$ cat src/rtl/cfg_smram_pkg.sv
package cfg_smram_pkg;

  typedef enum logic [1:0] {
    SMW_OFF   = 2'd0,
    SMW_LOW   = 2'd1,
    SMW_HIGH  = 2'd2,
    SMW_RELOC = 2'd3
  } smw_mode_e;

  localparam logic [7:0] UNLOCK_KEY     = 8'hC5;
  localparam logic [7:0] REG_KEY        = 8'h03;
  localparam logic [7:0] REG_SMM_CTRL   = 8'h19;
  localparam logic [7:0] REG_SMI_STAT   = 8'h35;
  localparam logic [7:0] PCI_STATUS_OFS = 8'h07;

  function automatic logic [31:0] win_host_base(input logic [1:0] m);
    case (m)
      2'd1:    return 32'h000A_0000;
      2'd2:    return 32'h000E_0000;
      2'd3:    return 32'h0003_0000;
      default: return 32'h0;
    endcase
  endfunction

  function automatic logic [31:0] win_dram_base(input logic [1:0] m);
    case (m)
      2'd1:    return 32'h000A_0000;
      2'd2:    return 32'h000E_0000;
      2'd3:    return 32'h000A_0000;
      default: return 32'h0;
    endcase
  endfunction

  function automatic logic [31:0] win_size(input logic [1:0] m);
    case (m)
      2'd1:    return 32'h0002_0000;
      2'd2:    return 32'h0001_0000;
      2'd3:    return 32'h0002_0000;
      default: return 32'h0;
    endcase
  endfunction

endpackage

$ cat src/rtl/cfg_regfile.sv
module cfg_regfile
  import cfg_smram_pkg::*;
#(
  parameter int          NREG      = 256,
  parameter int          IO_AW     = 16,
  parameter logic [15:0] IDX_PORT  = 16'h0022,
  parameter logic [15:0] DATA_PORT = 16'h0023,
  localparam int         IDX_W     = $clog2(NREG)
) (
  input  logic             clk_i,
  input  logic             rst_ni,
  input  logic             io_wr_i,
  input  logic [IO_AW-1:0] io_addr_i,
  input  logic [7:0]       io_wdata_i,
  output logic [7:0]       io_rdata_o,
  output logic [IDX_W-1:0] idx_o,
  output logic             unlocked_o,
  output logic             wr_accept_o,
  output logic [7:0]       smm_ctrl_o
);

  localparam logic [IDX_W-1:0] KEY_IDX = IDX_W'(REG_KEY);
  localparam logic [IDX_W-1:0] SMM_IDX = IDX_W'(REG_SMM_CTRL);

  logic [IDX_W-1:0] idx_q;
  logic [7:0]       regs_q [NREG];
  logic             sel_idx, sel_data;

  assign sel_idx     = (io_addr_i == IO_AW'(IDX_PORT));
  assign sel_data    = (io_addr_i == IO_AW'(DATA_PORT));
  assign unlocked_o  = (regs_q[KEY_IDX] == UNLOCK_KEY);
  // key register stays writable so a locked block can be opened
  assign wr_accept_o = io_wr_i && sel_data && (unlocked_o || idx_q == KEY_IDX);

  always_ff @(posedge clk_i or negedge rst_ni) begin
    if (!rst_ni) begin
      idx_q <= '0;
    end else if (io_wr_i && sel_idx) begin
      idx_q <= IDX_W'(io_wdata_i);
    end
  end

  always_ff @(posedge clk_i or negedge rst_ni) begin
    if (!rst_ni) begin
      for (int i = 0; i < NREG; i++) regs_q[i] <= '0;
    end else if (wr_accept_o) begin
      regs_q[idx_q] <= io_wdata_i;
    end
  end

  always_comb begin
    io_rdata_o = '0;
    if (sel_idx)       io_rdata_o = 8'(idx_q);
    else if (sel_data) io_rdata_o = regs_q[idx_q];
  end

  assign idx_o      = idx_q;
  assign smm_ctrl_o = regs_q[SMM_IDX];

endmodule

$ cat src/rtl/smram_window.sv
module smram_window
  import cfg_smram_pkg::*;
#(
  parameter int HOST_AW = 20
) (
  input  logic [HOST_AW-1:0] host_addr_i,
  input  logic               host_smm_i,
  input  logic               host_strobe_i,
  input  logic [7:0]         smm_ctrl_i,
  output smw_mode_e          mode_o,
  output logic               open_o,
  output logic               hit_o,
  output logic [HOST_AW-1:0] dram_addr_o
);

  logic [31:0]        addr32;
  logic [3:0]         in_win;
  logic [HOST_AW-1:0] xlat [4];

  assign addr32    = 32'(host_addr_i);
  assign mode_o    = smw_mode_e'(smm_ctrl_i[5:4]);
  assign open_o    = smm_ctrl_i[3];
  assign in_win[0] = 1'b0;
  assign xlat[0]   = '0;

  generate
    for (genvar m = 1; m < 4; m++) begin : g_win
      localparam logic [31:0] HB = win_host_base(2'(m));
      localparam logic [31:0] DB = win_dram_base(2'(m));
      localparam logic [31:0] SZ = win_size(2'(m));
      assign in_win[m] = (addr32 >= HB) && (addr32 < HB + SZ);
      assign xlat[m]   = HOST_AW'(addr32 - HB + DB);
    end
  endgenerate

  assign hit_o       = host_strobe_i && (mode_o != SMW_OFF) && in_win[mode_o]
                       && (host_smm_i || open_o);
  assign dram_addr_o = hit_o ? xlat[mode_o] : '0;

endmodule

$ cat src/rtl/smi_ctrl.sv
module smi_ctrl (
  input  logic       clk_i,
  input  logic       rst_ni,
  input  logic       stat_wr_i,
  input  logic [7:0] stat_wdata_i,
  output logic       smi_req_o
);

  always_ff @(posedge clk_i or negedge rst_ni) begin
    if (!rst_ni)        smi_req_o <= 1'b0;
    else if (stat_wr_i) smi_req_o <= |stat_wdata_i[5:4];
  end

endmodule

$ cat src/rtl/pci_status_w1c.sv
module pci_status_w1c
  import cfg_smram_pkg::*;
#(
  parameter logic [7:0] STATUS_INIT = 8'h23
) (
  input  logic       clk_i,
  input  logic       rst_ni,
  input  logic       pci_wr_i,
  input  logic [7:0] pci_addr_i,
  input  logic [7:0] pci_wdata_i,
  output logic [7:0] status_o
);

  localparam logic [7:0] CLR_MASK = 8'hFE;

  always_ff @(posedge clk_i or negedge rst_ni) begin
    if (!rst_ni) begin
      status_o <= STATUS_INIT;
    end else if (pci_wr_i && pci_addr_i == PCI_STATUS_OFS) begin
      status_o <= status_o & ~(pci_wdata_i & CLR_MASK);
    end
  end

endmodule

$ cat src/rtl/cfg_smram_unit.sv
module cfg_smram_unit
  import cfg_smram_pkg::*;
#(
  parameter int          HOST_AW     = 20,
  parameter int          IO_AW       = 16,
  parameter int          NREG        = 256,
  parameter logic [15:0] IDX_PORT    = 16'h0022,
  parameter logic [15:0] DATA_PORT   = 16'h0023,
  parameter logic [7:0]  STATUS_INIT = 8'h23,
  localparam int         IDX_W       = $clog2(NREG)
) (
  input  logic               clk_i,
  input  logic               rst_ni,
  input  logic               io_wr_i,
  input  logic [IO_AW-1:0]   io_addr_i,
  input  logic [7:0]         io_wdata_i,
  output logic [7:0]         io_rdata_o,
  input  logic               pci_wr_i,
  input  logic [7:0]         pci_addr_i,
  input  logic [7:0]         pci_wdata_i,
  output logic [7:0]         pci_status_o,
  input  logic [HOST_AW-1:0] host_addr_i,
  input  logic               host_smm_i,
  input  logic               host_strobe_i,
  output logic               smram_hit_o,
  output logic [HOST_AW-1:0] dram_addr_o,
  output logic               smi_req_o
);

  logic [IDX_W-1:0] idx_q;
  logic             cfg_unlocked;
  logic             wr_accept;
  logic [7:0]       smm_ctrl;
  smw_mode_e        smm_mode;
  logic             smm_open;
  logic             smi_stat_wr;

  cfg_regfile #(
    .NREG(NREG), .IO_AW(IO_AW), .IDX_PORT(IDX_PORT), .DATA_PORT(DATA_PORT)
  ) u_regs (
    .clk_i       (clk_i),
    .rst_ni      (rst_ni),
    .io_wr_i     (io_wr_i),
    .io_addr_i   (io_addr_i),
    .io_wdata_i  (io_wdata_i),
    .io_rdata_o  (io_rdata_o),
    .idx_o       (idx_q),
    .unlocked_o  (cfg_unlocked),
    .wr_accept_o (wr_accept),
    .smm_ctrl_o  (smm_ctrl)
  );

  smram_window #(.HOST_AW(HOST_AW)) u_win (
    .host_addr_i   (host_addr_i),
    .host_smm_i    (host_smm_i),
    .host_strobe_i (host_strobe_i),
    .smm_ctrl_i    (smm_ctrl),
    .mode_o        (smm_mode),
    .open_o        (smm_open),
    .hit_o         (smram_hit_o),
    .dram_addr_o   (dram_addr_o)
  );

  assign smi_stat_wr = wr_accept && (idx_q == IDX_W'(REG_SMI_STAT));

  smi_ctrl u_smi (
    .clk_i        (clk_i),
    .rst_ni       (rst_ni),
    .stat_wr_i    (smi_stat_wr),
    .stat_wdata_i (io_wdata_i),
    .smi_req_o    (smi_req_o)
  );

  pci_status_w1c #(.STATUS_INIT(STATUS_INIT)) u_pci (
    .clk_i       (clk_i),
    .rst_ni      (rst_ni),
    .pci_wr_i    (pci_wr_i),
    .pci_addr_i  (pci_addr_i),
    .pci_wdata_i (pci_wdata_i),
    .status_o    (pci_status_o)
  );

endmodule

$ cat config.mk
export PLATFORM = sky130hd
export DESIGN_NAME = cfg_smram_unit
export DESIGN_NICKNAME = d
export VERILOG_FILES = /design/src/rtl/cfg_smram_pkg.sv /design/src/rtl/cfg_regfile.sv /design/src/rtl/smram_window.sv /design/src/rtl/smi_ctrl.sv /design/src/rtl/pci_status_w1c.sv /design/src/rtl/cfg_smram_unit.sv
export SDC_FILE = /design/constraint.sdc
export NUM_CORES = 2
export LEC_CHECK = 0
export BUFFER_PORTS_ARGS = -buffer_cell sky130_fd_sc_hd__buf_4
export CELL_PAD_IN_SITES_DETAIL_PLACEMENT = 0
export CELL_PAD_IN_SITES_GLOBAL_PLACEMENT = 1
export CORE_MARGIN = 2
export CORE_UTILIZATION = 28
export CTS_BUF_LIST = sky130_fd_sc_hd__clkbuf_4 sky130_fd_sc_hd__clkbuf_8
export CTS_CLUSTER_DIAMETER = 50
export DETAILED_ROUTE_END_ITERATION = 10
export PLACE_DENSITY = 0.46
export SYNTH_ARGS = -nofsm -noshare
export SYNTH_HDL_FRONTEND = slang
export SYNTH_HIERARCHICAL = 1
export SYNTH_SLANG_ARGS = --single-unit
$ cat constraint.sdc
create_clock -name clk_i -period 4.3 [get_ports clk_i]
set_input_delay 1.29 -clock clk_i [delete_from_list [all_inputs] [get_ports clk_i]]
set_output_delay 1.29 -clock clk_i [all_outputs]
set_load 0.01 [all_outputs]
==> results.sh <==
export IMPL_dpl_worst_slack_ns=-0.874
export IMPL_num_rows=213
export IMPL_die_area_um2=344000
export IMPL_place_congestion=0.786
export IMPL_hpwl_um=205000
export IMPL_run_status="complete, but fails checks"
export IMPL_synth_area_um2=95000
export IMPL_cp_slowest_cell="mux4_2"
export IMPL_wl_um=310000
export IMPL_dpl_cell_area_um2=108000
export IMPL_drcViolationCount=0
export IMPL_ant_nets=0
export IMPL_initial_core_util_pct=28.2
export IMPL_synth_fp_nets=6326
export IMPL_powerDensity_nw_per_um2=352
export IMPL_finalWorstSetupSlack_ns=-1.26
export IMPL_drtIter0Drc=2894
export IMPL_cts_buffer_depth=4
export IMPL_first_pass_iters=5
export IMPL_core_um2=337000
export IMPL_clkSinkCount=2064
export IMPL_worst_slew_pin_slew_ns=1.17
export IMPL_grt_usage_pct=17.7
export IMPL_vdd_drop_max_mv=0.205
export IMPL_overflow=0
export IMPL_cp_cell_sequence="buf_12 > buf_16 > buf_12 > buf_6 > mux4_2 > mux4_2 > a22oi_2 > nand3_2 > o31ai_2 > a311oi_1 > buf_4 > buf_6"
export IMPL_drv_cap=0
export IMPL_violations="setup timing"
export IMPL_via_count=58208
export IMPL_yosysWarnings=6
export IMPL_num_nets_final=7209
export IMPL_layout_drive_gt1_share_pct=59.2
export IMPL_crit_family="multiplexers"
export IMPL_critical_path_class="reg -> out"
export IMPL_cts_root_buf="clkbuf_8"
export IMPL_rsz0062_at_grt="true"
export IMPL_slew_violations=0
export IMPL_start_kind="register"
export IMPL_fin_crit_ns=5.56
export IMPL_final_common_cell="dfrtp_1"
export IMPL_htreeDepth=5
export IMPL_clk_latency_ns=1.08
export IMPL_finalHoldViolCount=0
export IMPL_area_delta_synth_final_pct=25.2
export IMPL_clkTransAtPathRegs_ns=0.06
export IMPL_cts_buffers=403
export IMPL_grt_pass1_wl_um=455000
export IMPL_grt_antenna_before_repair=7
export IMPL_max_slew_margin_pct=21.6
export IMPL_final_cell_mix="dfrtp_1, mux2_2, buf_4"
export IMPL_cp_end_kind="primary output"
export IMPL_max_freq_mhz=180
export IMPL_setup_viol=8
export IMPL_design_area_um2=119000
export IMPL_leakage_uw=0.0558
export IMPL_cp_required_ns=3.01
export IMPL_clock_skew_ns=0.0639
export IMPL_syn_inst=6256
export IMPL_worstHoldPathType="in -> async"
export IMPL_period_share_pct=129
export IMPL_cp_max_fo=8
export IMPL_path_buf_inv=6
export IMPL_arrival_ns=4.27
export IMPL_avgSynthCellArea_um2=15.2
export IMPL_dieWidth_um=587
export IMPL_dieHeight_um=587
export IMPL_grt_max_degree=144
export IMPL_post_drt_wl_per_cell_um=25.8
export IMPL_avgViaCountPerCell=4.86
export IMPL_ios=104
export IMPL_grt_pass1_vias=63272
export IMPL_fin_setup_tns_ns=-9.89
export IMPL_slowest_delay_ns=0.62
export IMPL_cts_tree="done"
export IMPL_port_buffers=101
[final cells by class]
| type | instances | area (µm²) |
|---|---|---|
| inverter | 15 | 58.8 |
| tap | 4515 | 5650 |
| clock buffer | 638 | 7900 |
| clock inverter | 86 | 883 |
| timing repair buffer | 949 | 10200 |
| sequential | 2064 | 51700 |
| multi-input combinational | 3706 | 42700 |
| fill | 32399 | 218000 |
| antenna | 11 | 27.5 |
[through the flow]
stage,power (µW),hold slack (ns),utilization (%),cells
2_1_floorplan,20000,0.450,-,6256
3_3_place_gp,20800,0.438,32.0,11186
3_5_place_dp,20800,0.437,32.0,11186
4_1_cts,42700,0.0212,35.1,11942
5_1_grt,43700,0.0436,35.3,11979
6_report,41900,0.134,35.3,11984
[registers in the layout, summed over array words and instances (netlist names)]
register	count
u_regs/smm_ctrl_o	8
u_regs/idx_o	8
u_pci/status_o	7
u_regs/regs_q	2040
u_smi/smi_req_o	1
[timing repair]
action,4_1_cts,5_1_grt
resized for setup,185,92
endpoints found under the setup margin,25,27
buffers inserted,24,28
hold buffers,0,0
endpoints found under the hold margin,0,0
cloned,8,5
pin swaps,39,23
[final timing paths]
kind,startpoint,end,slack [ns],cells after the start
max,u_regs/idx_o[0],io_rdata_o[6],-1.26,12
min,rst_ni,u_pci/status_o[3],0.13,1
max reg2reg,u_regs/idx_o[0],u_regs/regs_q[1012],0.54,12
min reg2reg,u_pci/status_o[1],u_pci/status_o[1],0.44,2
max in group asynchronous,rst_ni,u_regs/regs_q[1274],2.82,2
min in group clk_i,pci_wdata_i[1],u_pci/status_o[1],0.39,2
[worst register-to-register path, delay by kind of cell, from the launching register on]
family,cells,cell delay (ns)
AO/OA/AOI/OAI,1,0.24
multiplexers,1,0.43
buffers and inverters,5,1.10
AND/OR/NAND/NOR,5,1.36
flip-flops,1,0.54
[per-layer routing]
layer	track usage, %	up-vias	wire [µm]
met5	0	-	0
met4	4.83	0	8560
li1	-	25326	-
met3	2.30	471	9990
met2	29.3	903	150000
met1	24.3	31508	142000
[report_power, final]
part	switching (µW)	internal, µW	leakage (µW)
Clock	9020	12400	0.00467
Combinational	835	186	0.0223
Sequential	2.02	19400	0.0288
Total	9860	32000	0.0558
(Power assumes the default switching activity.)
